**src/rtl/pmon_pkg.sv**
```systemverilog
package pmon_pkg;
  localparam int ADDR_W = 12;
  localparam int DATA_W = 32;
  localparam int BM_BITS = 32;
  localparam int GCTRL_RUN_BIT = 0;
  localparam int GCTRL_ZERO_BIT = 1;
  localparam int GRP_RUN_BIT = 11;

  typedef enum logic [2:0] {
    BM_NOP,
    BM_EN_SET,
    BM_EN_CLR,
    BM_IE_SET,
    BM_IE_CLR,
    BM_OVF_W1C
  } bm_op_e;

  function automatic logic [DATA_W-1:0] cfg_word(input int n_ctr, input int n_grp);
    logic [DATA_W-1:0] w;
    w = '0;
    w[7:0] = 8'(n_ctr - 1);
    w[31:24] = 8'(n_grp - 1);
    return w;
  endfunction
endpackage

```
**src/rtl/pmon_counter.sv**
```systemverilog
module pmon_counter #(
  parameter int CNT_W = 32,
  parameter int NUM_EVENTS = 16,
  localparam int EVT_W = (NUM_EVENTS > 1) ? $clog2(NUM_EVENTS) : 1
) (
  input  logic                  clk_i,
  input  logic                  rst_ni,
  input  logic [NUM_EVENTS-1:0] evt_i,
  input  logic                  gate_i,
  input  logic                  zero_i,
  input  logic                  cnt_we_i,
  input  logic                  typ_we_i,
  input  logic [31:0]           wdata_i,
  output logic [CNT_W-1:0]      cnt_o,
  output logic [EVT_W-1:0]      typ_o,
  output logic                  wrap_o
);
  logic [CNT_W-1:0] cnt_q;
  logic [EVT_W-1:0] typ_q;
  logic             hit;
  logic             bump;

  always_comb begin
    hit = 1'b0;
    if (int'(typ_q) < NUM_EVENTS) hit = evt_i[typ_q];
  end

  assign bump   = gate_i & hit;
  assign wrap_o = bump & (&cnt_q) & ~zero_i & ~cnt_we_i;
  assign cnt_o  = cnt_q;
  assign typ_o  = typ_q;

  always_ff @(posedge clk_i or negedge rst_ni) begin
    if (!rst_ni) begin
      cnt_q <= '0;
      typ_q <= '0;
    end else begin
      if (typ_we_i) typ_q <= wdata_i[EVT_W-1:0];
      if (zero_i)        cnt_q <= '0;
      else if (cnt_we_i) cnt_q <= wdata_i[CNT_W-1:0];
      else if (bump)     cnt_q <= cnt_q + 1'b1;
    end
  end

  p_hold_when_gated_r1: assert property (@(posedge clk_i) disable iff (!rst_ni)
    (!gate_i && !zero_i && !cnt_we_i) |=> $stable(cnt_q));
  p_zero_cmd_r2: assert property (@(posedge clk_i) disable iff (!rst_ni)
    zero_i |=> (cnt_q == '0));
  p_step_r8: assert property (@(posedge clk_i) disable iff (!rst_ni)
    (bump && !zero_i && !cnt_we_i) |=> (cnt_q == CNT_W'($past(cnt_q) + 1'b1)));
  p_wrap_to_zero_r9: assert property (@(posedge clk_i) disable iff (!rst_ni)
    wrap_o |=> (cnt_q == '0));
  p_load_r12: assert property (@(posedge clk_i) disable iff (!rst_ni)
    (cnt_we_i && !zero_i) |=> (cnt_q == CNT_W'($past(wdata_i))));
endmodule

```
**src/rtl/pmon_bitmap.sv**
```systemverilog
module pmon_bitmap
  import pmon_pkg::*;
#(
  parameter int N = 16,
  localparam int NW = (N + BM_BITS - 1) / BM_BITS
) (
  input  logic                  clk_i,
  input  logic                  rst_ni,
  input  bm_op_e                op_i,
  input  logic [3:0]            word_i,
  input  logic [31:0]           wdata_i,
  input  logic [N-1:0]          wrap_i,
  output logic [NW*BM_BITS-1:0] en_o,
  output logic [NW*BM_BITS-1:0] ie_o,
  output logic [NW*BM_BITS-1:0] ovf_o,
  output logic                  irq_o
);
  for (genvar i = 0; i < NW * BM_BITS; i++) begin : g_bit
    if (i < N) begin : g_live
      localparam int WORD = i / BM_BITS;
      localparam int BIT  = i % BM_BITS;
      logic hit;
      logic en_r, ie_r, ovf_r;

      assign hit = (word_i == 4'(WORD)) && wdata_i[BIT];

      always_ff @(posedge clk_i or negedge rst_ni) begin
        if (!rst_ni) begin
          en_r  <= 1'b0;
          ie_r  <= 1'b0;
          ovf_r <= 1'b0;
        end else begin
          if (hit && op_i == BM_EN_SET)      en_r <= 1'b1;
          else if (hit && op_i == BM_EN_CLR) en_r <= 1'b0;
          if (hit && op_i == BM_IE_SET)      ie_r <= 1'b1;
          else if (hit && op_i == BM_IE_CLR) ie_r <= 1'b0;
          if (wrap_i[i])                      ovf_r <= 1'b1;
          else if (hit && op_i == BM_OVF_W1C) ovf_r <= 1'b0;
        end
      end

      assign en_o[i]  = en_r;
      assign ie_o[i]  = ie_r;
      assign ovf_o[i] = ovf_r;

      p_en_clear_r5: assert property (@(posedge clk_i) disable iff (!rst_ni)
        (hit && op_i == BM_EN_CLR) |=> !en_r);
      p_ie_set_r6: assert property (@(posedge clk_i) disable iff (!rst_ni)
        (hit && op_i == BM_IE_SET) |=> ie_r);
      p_w1c_r7: assert property (@(posedge clk_i) disable iff (!rst_ni)
        (hit && op_i == BM_OVF_W1C && !wrap_i[i]) |=> !ovf_r);
      p_no_overflow_loss_r11: assert property (@(posedge clk_i) disable iff (!rst_ni)
        wrap_i[i] |=> ovf_r);
    end else begin : g_pad
      assign en_o[i]  = 1'b0;
      assign ie_o[i]  = 1'b0;
      assign ovf_o[i] = 1'b0;
    end
  end

  assign irq_o = |(ovf_o & ie_o);
endmodule

```
**src/rtl/pmon_top.sv**
```systemverilog
module pmon_top
  import pmon_pkg::*;
#(
  parameter int NUM_GROUPS = 4,
  parameter int CTRS_PER_GRP = 4,
  parameter int NUM_EVENTS = 16,
  parameter int CNT_W = 32,
  localparam int N = NUM_GROUPS * CTRS_PER_GRP,
  localparam int NW = (N + BM_BITS - 1) / BM_BITS,
  localparam int EVT_W = (NUM_EVENTS > 1) ? $clog2(NUM_EVENTS) : 1
) (
  input  logic                  clk_i,
  input  logic                  rst_ni,
  input  logic                  bus_valid_i,
  input  logic                  bus_write_i,
  input  logic [ADDR_W-1:0]     bus_addr_i,
  input  logic [DATA_W-1:0]     bus_wdata_i,
  output logic                  bus_rvalid_o,
  output logic [DATA_W-1:0]     bus_rdata_o,
  input  logic [NUM_EVENTS-1:0] evt_i,
  output logic                  irq_o
);
  logic wr, rd;
  logic sel_misc, sel_cnt, sel_typ;
  logic [1:0] sub, kind;
  logic [5:0] idx6;
  logic [3:0] widx;
  int cidx;

  assign wr = bus_valid_i & bus_write_i;
  assign rd = bus_valid_i & ~bus_write_i;
  assign sel_misc = bus_addr_i[11:10] == 2'd0;
  assign sel_cnt  = bus_addr_i[11:10] == 2'd1;
  assign sel_typ  = bus_addr_i[11:10] == 2'd2;
  assign sub  = bus_addr_i[9:8];
  assign kind = bus_addr_i[7:6];
  assign idx6 = bus_addr_i[7:2];
  assign widx = bus_addr_i[5:2];
  assign cidx = int'(bus_addr_i[9:2]);

  logic gctrl_wr, zero_pulse, glb_run_q;
  logic [NUM_GROUPS-1:0] grp_run_q;

  assign gctrl_wr   = wr && sel_misc && sub == 2'd0 && idx6 == 6'd0;
  assign zero_pulse = gctrl_wr && bus_wdata_i[GCTRL_ZERO_BIT];

  always_ff @(posedge clk_i or negedge rst_ni) begin
    if (!rst_ni) begin
      glb_run_q <= 1'b0;
    end else if (gctrl_wr) begin
      glb_run_q <= bus_wdata_i[GCTRL_RUN_BIT];
    end
  end

  for (genvar g = 0; g < NUM_GROUPS; g++) begin : g_grp
    logic grp_wr;
    assign grp_wr = wr && sel_misc && sub == 2'd1 && kind == 2'd0 && widx == 4'(g);
    always_ff @(posedge clk_i or negedge rst_ni) begin
      if (!rst_ni)     grp_run_q[g] <= 1'b0;
      else if (grp_wr) grp_run_q[g] <= bus_wdata_i[GRP_RUN_BIT];
    end
  end

  bm_op_e bm_op;
  always_comb begin
    bm_op = BM_NOP;
    if (wr && sel_misc) begin
      if (sub == 2'd2) begin
        unique case (kind)
          2'd0: bm_op = BM_EN_SET;
          2'd1: bm_op = BM_EN_CLR;
          2'd2: bm_op = BM_IE_SET;
          default: bm_op = BM_IE_CLR;
        endcase
      end else if (sub == 2'd3 && kind == 2'd0) begin
        bm_op = BM_OVF_W1C;
      end
    end
  end

  logic [NW*BM_BITS-1:0] en_v, ie_v, ovf_v;
  logic [N-1:0] wrap_v;
  logic [CNT_W-1:0] cnt_arr [N];
  logic [EVT_W-1:0] typ_arr [N];

  pmon_bitmap #(.N(N)) u_bitmap (
    .clk_i   (clk_i),
    .rst_ni  (rst_ni),
    .op_i    (bm_op),
    .word_i  (widx),
    .wdata_i (bus_wdata_i),
    .wrap_i  (wrap_v),
    .en_o    (en_v),
    .ie_o    (ie_v),
    .ovf_o   (ovf_v),
    .irq_o   (irq_o)
  );

  for (genvar n = 0; n < N; n++) begin : g_ctr
    logic gate, cnt_we, typ_we;
    assign gate   = glb_run_q & grp_run_q[n / CTRS_PER_GRP] & en_v[n];
    assign cnt_we = wr && sel_cnt && cidx == n;
    assign typ_we = wr && sel_typ && cidx == n;
    pmon_counter #(.CNT_W(CNT_W), .NUM_EVENTS(NUM_EVENTS)) u_ctr (
      .clk_i    (clk_i),
      .rst_ni   (rst_ni),
      .evt_i    (evt_i),
      .gate_i   (gate),
      .zero_i   (zero_pulse),
      .cnt_we_i (cnt_we),
      .typ_we_i (typ_we),
      .wdata_i  (bus_wdata_i),
      .cnt_o    (cnt_arr[n]),
      .typ_o    (typ_arr[n]),
      .wrap_o   (wrap_v[n])
    );
  end

  logic [DATA_W-1:0] rd_next;
  always_comb begin
    rd_next = '0;
    if (sel_misc) begin
      unique case (sub)
        2'd0: begin
          if (idx6 == 6'd0)      rd_next[GCTRL_RUN_BIT] = glb_run_q;
          else if (idx6 == 6'd1) rd_next = cfg_word(N, NUM_GROUPS);
        end
        2'd1: begin
          if (kind == 2'd0 && int'(widx) < NUM_GROUPS) begin
            rd_next[27:24] = 4'(CTRS_PER_GRP);
            rd_next[GRP_RUN_BIT] = grp_run_q[widx];
          end
        end
        2'd2: begin
          if (int'(widx) < NW) begin
            if (kind[1]) rd_next = ie_v[widx*BM_BITS +: BM_BITS];
            else         rd_next = en_v[widx*BM_BITS +: BM_BITS];
          end
        end
        default: begin
          if (kind == 2'd0 && int'(widx) < NW) rd_next = ovf_v[widx*BM_BITS +: BM_BITS];
        end
      endcase
    end else if (sel_cnt) begin
      if (cidx < N) rd_next = DATA_W'(cnt_arr[cidx]);
    end else if (sel_typ) begin
      if (cidx < N) rd_next = DATA_W'(typ_arr[cidx]);
    end
  end

  always_ff @(posedge clk_i or negedge rst_ni) begin
    if (!rst_ni) begin
      bus_rvalid_o <= 1'b0;
      bus_rdata_o  <= '0;
    end else begin
      bus_rvalid_o <= rd;
      bus_rdata_o  <= rd ? rd_next : '0;
    end
  end

  p_zero_bit_reads_0_r2: assert property (@(posedge clk_i) disable iff (!rst_ni)
    (rd && sel_misc && sub == 2'd0 && idx6 == 6'd0) |=> !bus_rdata_o[GCTRL_ZERO_BIT]);
  p_run_bit_rb_r1: assert property (@(posedge clk_i) disable iff (!rst_ni)
    gctrl_wr |=> (glb_run_q == $past(bus_wdata_i[GCTRL_RUN_BIT])));
  p_rvalid_pulse_r13: assert property (@(posedge clk_i) disable iff (!rst_ni)
    rd |=> bus_rvalid_o);
  p_rvalid_idle_r13: assert property (@(posedge clk_i) disable iff (!rst_ni)
    !rd |=> !bus_rvalid_o);
  p_irq_needs_enable_r10: assert property (@(posedge clk_i) disable iff (!rst_ni)
    (ie_v == '0) |-> !irq_o);
endmodule

```
**config.mk**
```make
export PLATFORM = sky130hd
export DESIGN_NAME = pmon_top
export DESIGN_NICKNAME = d
export VERILOG_FILES = /design/src/rtl/pmon_pkg.sv /design/src/rtl/pmon_counter.sv /design/src/rtl/pmon_bitmap.sv /design/src/rtl/pmon_top.sv
export SDC_FILE = /design/constraint.sdc
export NUM_CORES = 2
export LEC_CHECK = 0
export ABC_CLOCK_PERIOD_IN_PS = 5290
export BUFFER_PORTS_ARGS = -buffer_cell sky130_fd_sc_hd__buf_4
export CAP_MARGIN = 20
export CORE_UTILIZATION = 33
export DETAILED_ROUTE_END_ITERATION = 12
export GPL_TIMING_DRIVEN = 0
export PLACE_DENSITY = 0.52
export SLEW_MARGIN = 10
export SYNTH_ARGS = -nofsm -noshare
export SYNTH_HDL_FRONTEND = slang
export SYNTH_SLANG_ARGS = --single-unit
```
**constraint.sdc**
```tcl
create_clock -name clk_i -period 5.29 [get_ports clk_i]
set_clock_uncertainty 0.2 [all_clocks]
set_input_delay 1.058 -clock clk_i [delete_from_list [all_inputs] [get_ports clk_i]]
set_output_delay 1.058 -clock clk_i [all_outputs]
set_load 0.05 [all_outputs]
```
After elaboration in Yosys (flattened, before gate mapping) --
Cells that the tools add are included.
Storage, ports and cells: logic and storage cells 701, bits in registers 662, input port bits 64, output and inout bits 34
Operators by class: equality and inequality tests 31, reductions and logical operators 230, bitwise logic cells 106, order comparisons 21, multiplexer cells 207, add/subtract/negate cells 16, shifts and indexed selects 3
Operators by type and width (count):
- $mux W32 | 57
- $add A32 B1 Y32 const B | 16
- $reduce_and A32 Y1 | 16
- $logic_and A1 B1 Y1 | 143
- $bmux W32 S4 | 1
- $mux W1 | 115
- $reduce_bool A2 Y1 | 48
- $shiftx A32 B10 Y32 | 3
- $and A1 B1 Y1 | 86
- $lt A4 B5 Y1 const B | 16
- $bmux W1 S4 | 16
- $eq A8 B5 Y1 const B | 8
- $reduce_bool A3 Y1 | 16
- $pmux W12 S3 | 1
- $pmux W11 S3 | 1
- $eq A8 B4 Y1 const B | 4
- $ge A32 B5 Y1 const B | 1
- $logic_not A32 Y1 | 1
- $not A8 Y32 | 1
- $reduce_or A32 Y1 | 1
- $mux W26 | 1
- $mux W25 | 1
- $pmux W4 S3 | 2
- $not A1 Y1 | 18
- other kinds (23) | 41

Longest topological paths before layout --
depth after elaboration 9, mapped depth 14, mapped depth without buffers 8

Hierarchy --
A second synthesis with hierarchy kept.
Unflattened totals: cells, all modules 4937, area total of the unflattened synthesis 48801.8 sq um
Modules (own cells, without submodules):
- pmon_counter (g_ctr[0].u_ctr ...) | area each 2424.8 sq um, sequential area each 900.9 sq um, cells each 254, instances 15
- pmon_top | area each 7060.5 sq um, sequential area each 950.9 sq um, cells each 589, instances 1
- pmon_bitmap | area each 2891.5 sq um, sequential area each 1201.2 sq um, cells each 278, instances 1
- pmon_counter (g_ctr[15].u_ctr) | area each 2477.4 sq um, sequential area each 900.9 sq um, cells each 260, instances 1

Worst setup path after synthesis --
No wires, ideal clock.
path kind input to register, start in bus_addr_i[7], end reg g_ctr[13].u_ctr.cnt_q[18], setup time 77 ps, path slack 1002 ps, required time 5013 ps, stages on the path 14, arrival time 4010 ps, buffers on the path 7, cells stage by stage clkbuf_1 clkbuf_1 inv_1 ha_1 nor3b_1 clkbuf_1 and3_1 clkbuf_1 nand2_1 clkbuf_1 clkbuf_1 clkbuf_1 o221ai_1 a21oi_1
On the way: word-level cells in the longest chain between the ends 4, elaborated cells on any way between the ends 8, classes of those cells eq/ne: 1; mux: 2; reduce/logical: 5
Ends and longest elaborated chain:
- start, declared | line pmon_top.sv:16 | input logic [ADDR_W-1:0] bus_addr_i,
- $eq A8 B5 Y1 / $logic_not A6 Y1 (equally long branches) | line pmon_top.sv:102, pmon_top.sv:44
- $logic_and A1 B1 Y1, on equally long branches | line pmon_top.sv:102, pmon_top.sv:44
- $mux W32 / $logic_and A1 B1 Y1 (equally long branches) | line pmon_counter.sv:40, pmon_top.sv:45
- $mux W32 / $reduce_bool A3 Y1 (equally long branches)
- end signal, assigned | line pmon_counter.sv:40 | else if (cnt_we_i) cnt_q <= wdata_i[CNT_W-1:0];
- end signal, assigned | line pmon_counter.sv:41 | else if (bump) cnt_q <= cnt_q + 1'b1;
- end, declared | line pmon_counter.sv:18 | logic [CNT_W-1:0] cnt_q;
Several ways; a longest one is shown, not always the timed one. A chain may end at the register's enable or synchronous reset.

Worst setup path after layout --
start in bus_wdata_i[1], end reg g_ctr[0].u_ctr.cnt_q[11]
On the way: word-level cells in the longest chain between the ends 2, elaborated cells on any way between the ends 3, classes of those cells mux: 1; reduce/logical: 2
Ends and longest elaborated chain:
- start, declared | line pmon_top.sv:17 | input logic [DATA_W-1:0] bus_wdata_i,
- $logic_and A1 B1 Y1 (*) | line pmon_top.sv:45 | assign zero_pulse = gctrl_wr && bus_wdata_i[GCTRL_ZERO_BIT];
- $reduce_bool A3 Y1 (no source line) / $mux W32 (equally long branches)
- end signal, assigned | line pmon_counter.sv:40
- end signal, assigned | line pmon_counter.sv:41
- end, declared | line pmon_counter.sv:18
Mark *: on every way between the ends. The rest lies on a longest branch, timed or not.

==> results_dict.tcl <==
set metrics [dict create \
    gp_congestion 1.08 \
    setup_viol 0 \
    finalCriticalPeriod_ns 5.06 \
    ios 98 \
    synth_ff_type "dfrtp_1" \
    grt_usage_pct 37.7 \
    initial_utilization_pct 33.2 \
    period_share_pct 95.7 \
    overflow 0 \
    synth-edff-count 0 \
    finish.instance_area_sq_um 50900 \
    dp_hpwl_um 194000 \
    cts_tree "yes" \
    h-tree-depth 3 \
    nFillCells 13428 \
    hold_viol 0 \
    port_buffers 91 \
    slew_violations 0 \
    nNetsFinal 5056 \
    dpl-instance-area_sq_um 47900 \
    clockPowerShare_pct 47.8 \
    root_buffer "clkbuf_16" \
    die_y_um 368 \
    area_growth_syn_to_layout_pct 15.1 \
    grt_setup_unrepaired "false" \
    worstHoldPathType "input pin to async pin" \
    numCtsBuffers 84 \
    die_x_um 368 \
    worstSetupPathType "input pin to register" \
    slew_headroom_pct 17.8 \
    yosys-top-cells-count "dfrtp_1, o21ai_0, a21oi_1" \
    rows 134 \
    syn_nets 4846 \
    drt_wl_total_um 261000 \
    grt_pass1_vias 42310 \
    critPathLaunchType "input pin" \
    syn_inst 4763 \
    synth_cell_types 89 \
    synth_top_area_share_pct 37.4 \
    via_count 46306 \
    outcome "complete, no violations" \
    switching_share_pct 29.2 \
    synth_seq_cells 662 \
    clkLatencyLatePin_ns 0.74 \
    arrival_ns 5.44 \
    cts_hold_buf 0 \
    synth-seq-area-share_pct 37.4 \
    grt_max_degree 101 \
    multi_input_area_sq_um 26000 \
    clk_path_buf_depth 3 \
    p_int_mw 9.26 \
    p_sw_mw 3.82 \
    antenna_found_initial 58 \
    ir_worst_vdd_mv 0.216 \
    fin_worst_hold_slack_ns 0.0603 \
    total_power_mw 13.1 \
    first_pass_iters 7 \
    drcViolationCount 0 \
    syn_avg_cell_area_sq_um 9.29 \
    worst_setup_path_end_kind "register" \
    grt_pass1_wl_um 356000 \
    die_area_sq_um 136000 \
    max_freq_mhz 197 \
    worst_slew_pin_slew_ns 1.23 \
    powerDensity_nw_per_um2 257 \
    p_leak_nw 19.3 \
    seq_area_sq_um 16600 \
    path_clk_slew_ns 0.06 \
    yosysWarnings 0 \
    vias_per_cell 6.76 \
    utilization_pct 38.2 \
    ys_top_cells_by_area "dfrtp_1, mux4_2, o21ai_0, a21oi_1, xnor2_1" \
    wire_per_inst_um 38.0 \
    drive_above_1_share_pct 13.9 \
    yosysTopAreaCell "dfrtp_1" \
    post-synth-top-count-cell "dfrtp_1" \
    pwr-share-comb_pct 10.9 \
    ant_nets 0 \
    drtIter0Drc 7808 \
    crit_required_ns 5.67 \
    p_seq_share_pct 41.4 \
    setup_tns_ns 0 \
    synth_area_sq_um 44300 \
    critPathMaxFanout 12 \
    cap_violations 0 \
    core_area_sq_um 133000 \
    synthArstFlopShare_pct 100 \
    cts.sinks 662 \
]
==> worst max-delay path, cell delays in order <==
cell      delay [ns]
buf_4           0.11
clkbuf_1        0.46
clkinv_1        1.06
nor2_1          0.64
nand2_1         0.37
clkbuf_4        0.43
clkbuf_4        0.45
clkbuf_4        0.48
o211ai_1        0.21
a21oi_1         0.09
==> power groups by stage <==
stage / Sequential (mW) / Combinational, mW / Clock, mW
2_1_floorplan: 5.39 / 0.571 / 0
3_5_place_dp: 5.48 / 1.35 / 0
6_report: 5.41 / 1.42 / 6.25
5_1_grt: 5.41 / 1.42 / 6.44
3_3_place_gp: 5.48 / 1.29 / 0
4_1_cts: 5.39 / 1.35 / 6.26
==> sequential cells by signal, summed over array words and instances, names as in the netlist <==
signal	cells
grp_run_q	4
u_bitmap.g_bit.g_live.en_r	16
bus_rvalid_o	1
bus_rdata_o	32
glb_run_q	1
g_ctr.u_ctr.typ_o	64
u_bitmap.g_bit.g_live.ovf_r	16
g_ctr.u_ctr.cnt_o	512
u_bitmap.g_bit.g_live.ie_r	16
==> cell usage in the layout, fill, tap and decap left out, types with 21 or more instances in the layout <==
| cell | n |
|---|---|
| xor2_1 | 148 |
| diode_2 | 41 |
| nor2_1 | 201 |
| a21oi_1 | 514 |
| dfrtp_1 | 662 |
| mux2i_1 | 71 |
| and3_1 | 121 |
| clkbuf_1 | 322 |
| nand3_1 | 244 |
| o211ai_1 | 21 |
| a311oi_1 | 37 |
| nor4_1 | 86 |
| clkbuf_2 | 48 |
| mux4_2 | 242 |
| a211oi_1 | 38 |
| nor3_1 | 161 |
| buf_4 | 95 |
| o21ai_0 | 576 |
| a31oi_1 | 21 |
| and2_1 | 31 |
| nand2_1 | 310 |
| buf_2 | 31 |
| xnor2_1 | 201 |
| inv_1 | 56 |
| clkbuf_16 | 87 |
| mux2_2 | 64 |
| and4_1 | 40 |
| nand4_1 | 180 |
==> layout make-up <==
class	instances	share of cell area, %
antenna	41	0.201
buffer	409	3.31
clock buffer	127	4.96
clock inverter	26	0.661
inverter	58	0.427
multi-input combinational	3632	50.9
sequential	662	32.5
tap	1768	4.34
timing repair buffer	126	2.64
==> final timing paths <==
path                            cells after the start  slack, ns                           startpoint                              endpoint
min in group clk_i                                  1       0.33  g_ctr[4].u_ctr.cnt_o[9]$_DFFE_PN0P_   g_ctr[4].u_ctr.cnt_o[9]$_DFFE_PN0P_
worst min-delay path                                1       0.06                               rst_ni   g_ctr[0].u_ctr.typ_o[1]$_DFFE_PN0P_
worst max-delay path                               10       0.23                       bus_wdata_i[1]  g_ctr[0].u_ctr.cnt_o[11]$_DFFE_PN0P_
worst min register to register                      1       0.33  g_ctr[4].u_ctr.cnt_o[9]$_DFFE_PN0P_   g_ctr[4].u_ctr.cnt_o[9]$_DFFE_PN0P_
worst max register to register                      7       1.15                glb_run_q$_DFFE_PN0N_  g_ctr[14].u_ctr.cnt_o[6]$_DFFE_PN0P_
max in group asynchronous                           4       2.91                               rst_ni  g_ctr[7].u_ctr.cnt_o[12]$_DFFE_PN0P_
==> metal layers <==
| metal | GRT usage [%] | vias to the layer above | share of wire, % |
|---|---|---|---|
| met4 | 27.8 | 24 | 8.4 |
| li1 | - | 18472 | - |
| met1 | 47.8 | 23356 | 37 |
| met5 | 0 | - | 0.072 |
| met2 | 52.8 | 3580 | 41 |
| met3 | 13.0 | 874 | 13 |
==> through the flow <==
step	worst slack (ns)	instances
after detailed placement	-1.64	6656
after floorplan	1.00	4763
after CTS	0.000923	6809
after global routing	0.348	6814
after global placement	-5.34	6622
final	0.225	6849
==> what timing repair did <==
| action | 4_1_cts | 5_1_grt |
|---|---|---|
| setup buffers | 0 | 0 |
| setup endpoints to repair | 461 | 360 |
| gates resized for setup | 14 | 12 |
| hold endpoints to repair | 0 | 0 |
==> cell families (layout without fill, tap and decap cells) <==
group,count (synthesis),after routing,synth area share [%]
buffers and inverters,469,746,4.11
other,0,41,0
xor gates and xnor gates,349,349,6.91
and+or+nand+nor,1496,1496,17.6
muxes,378,378,15.6
AOI/OAI and AO/OA,1390,1390,17.8
DFF,662,662,37.4
adders and majority gates,19,19,0.537
Note: power is estimated with default switching activity, not from simulation.
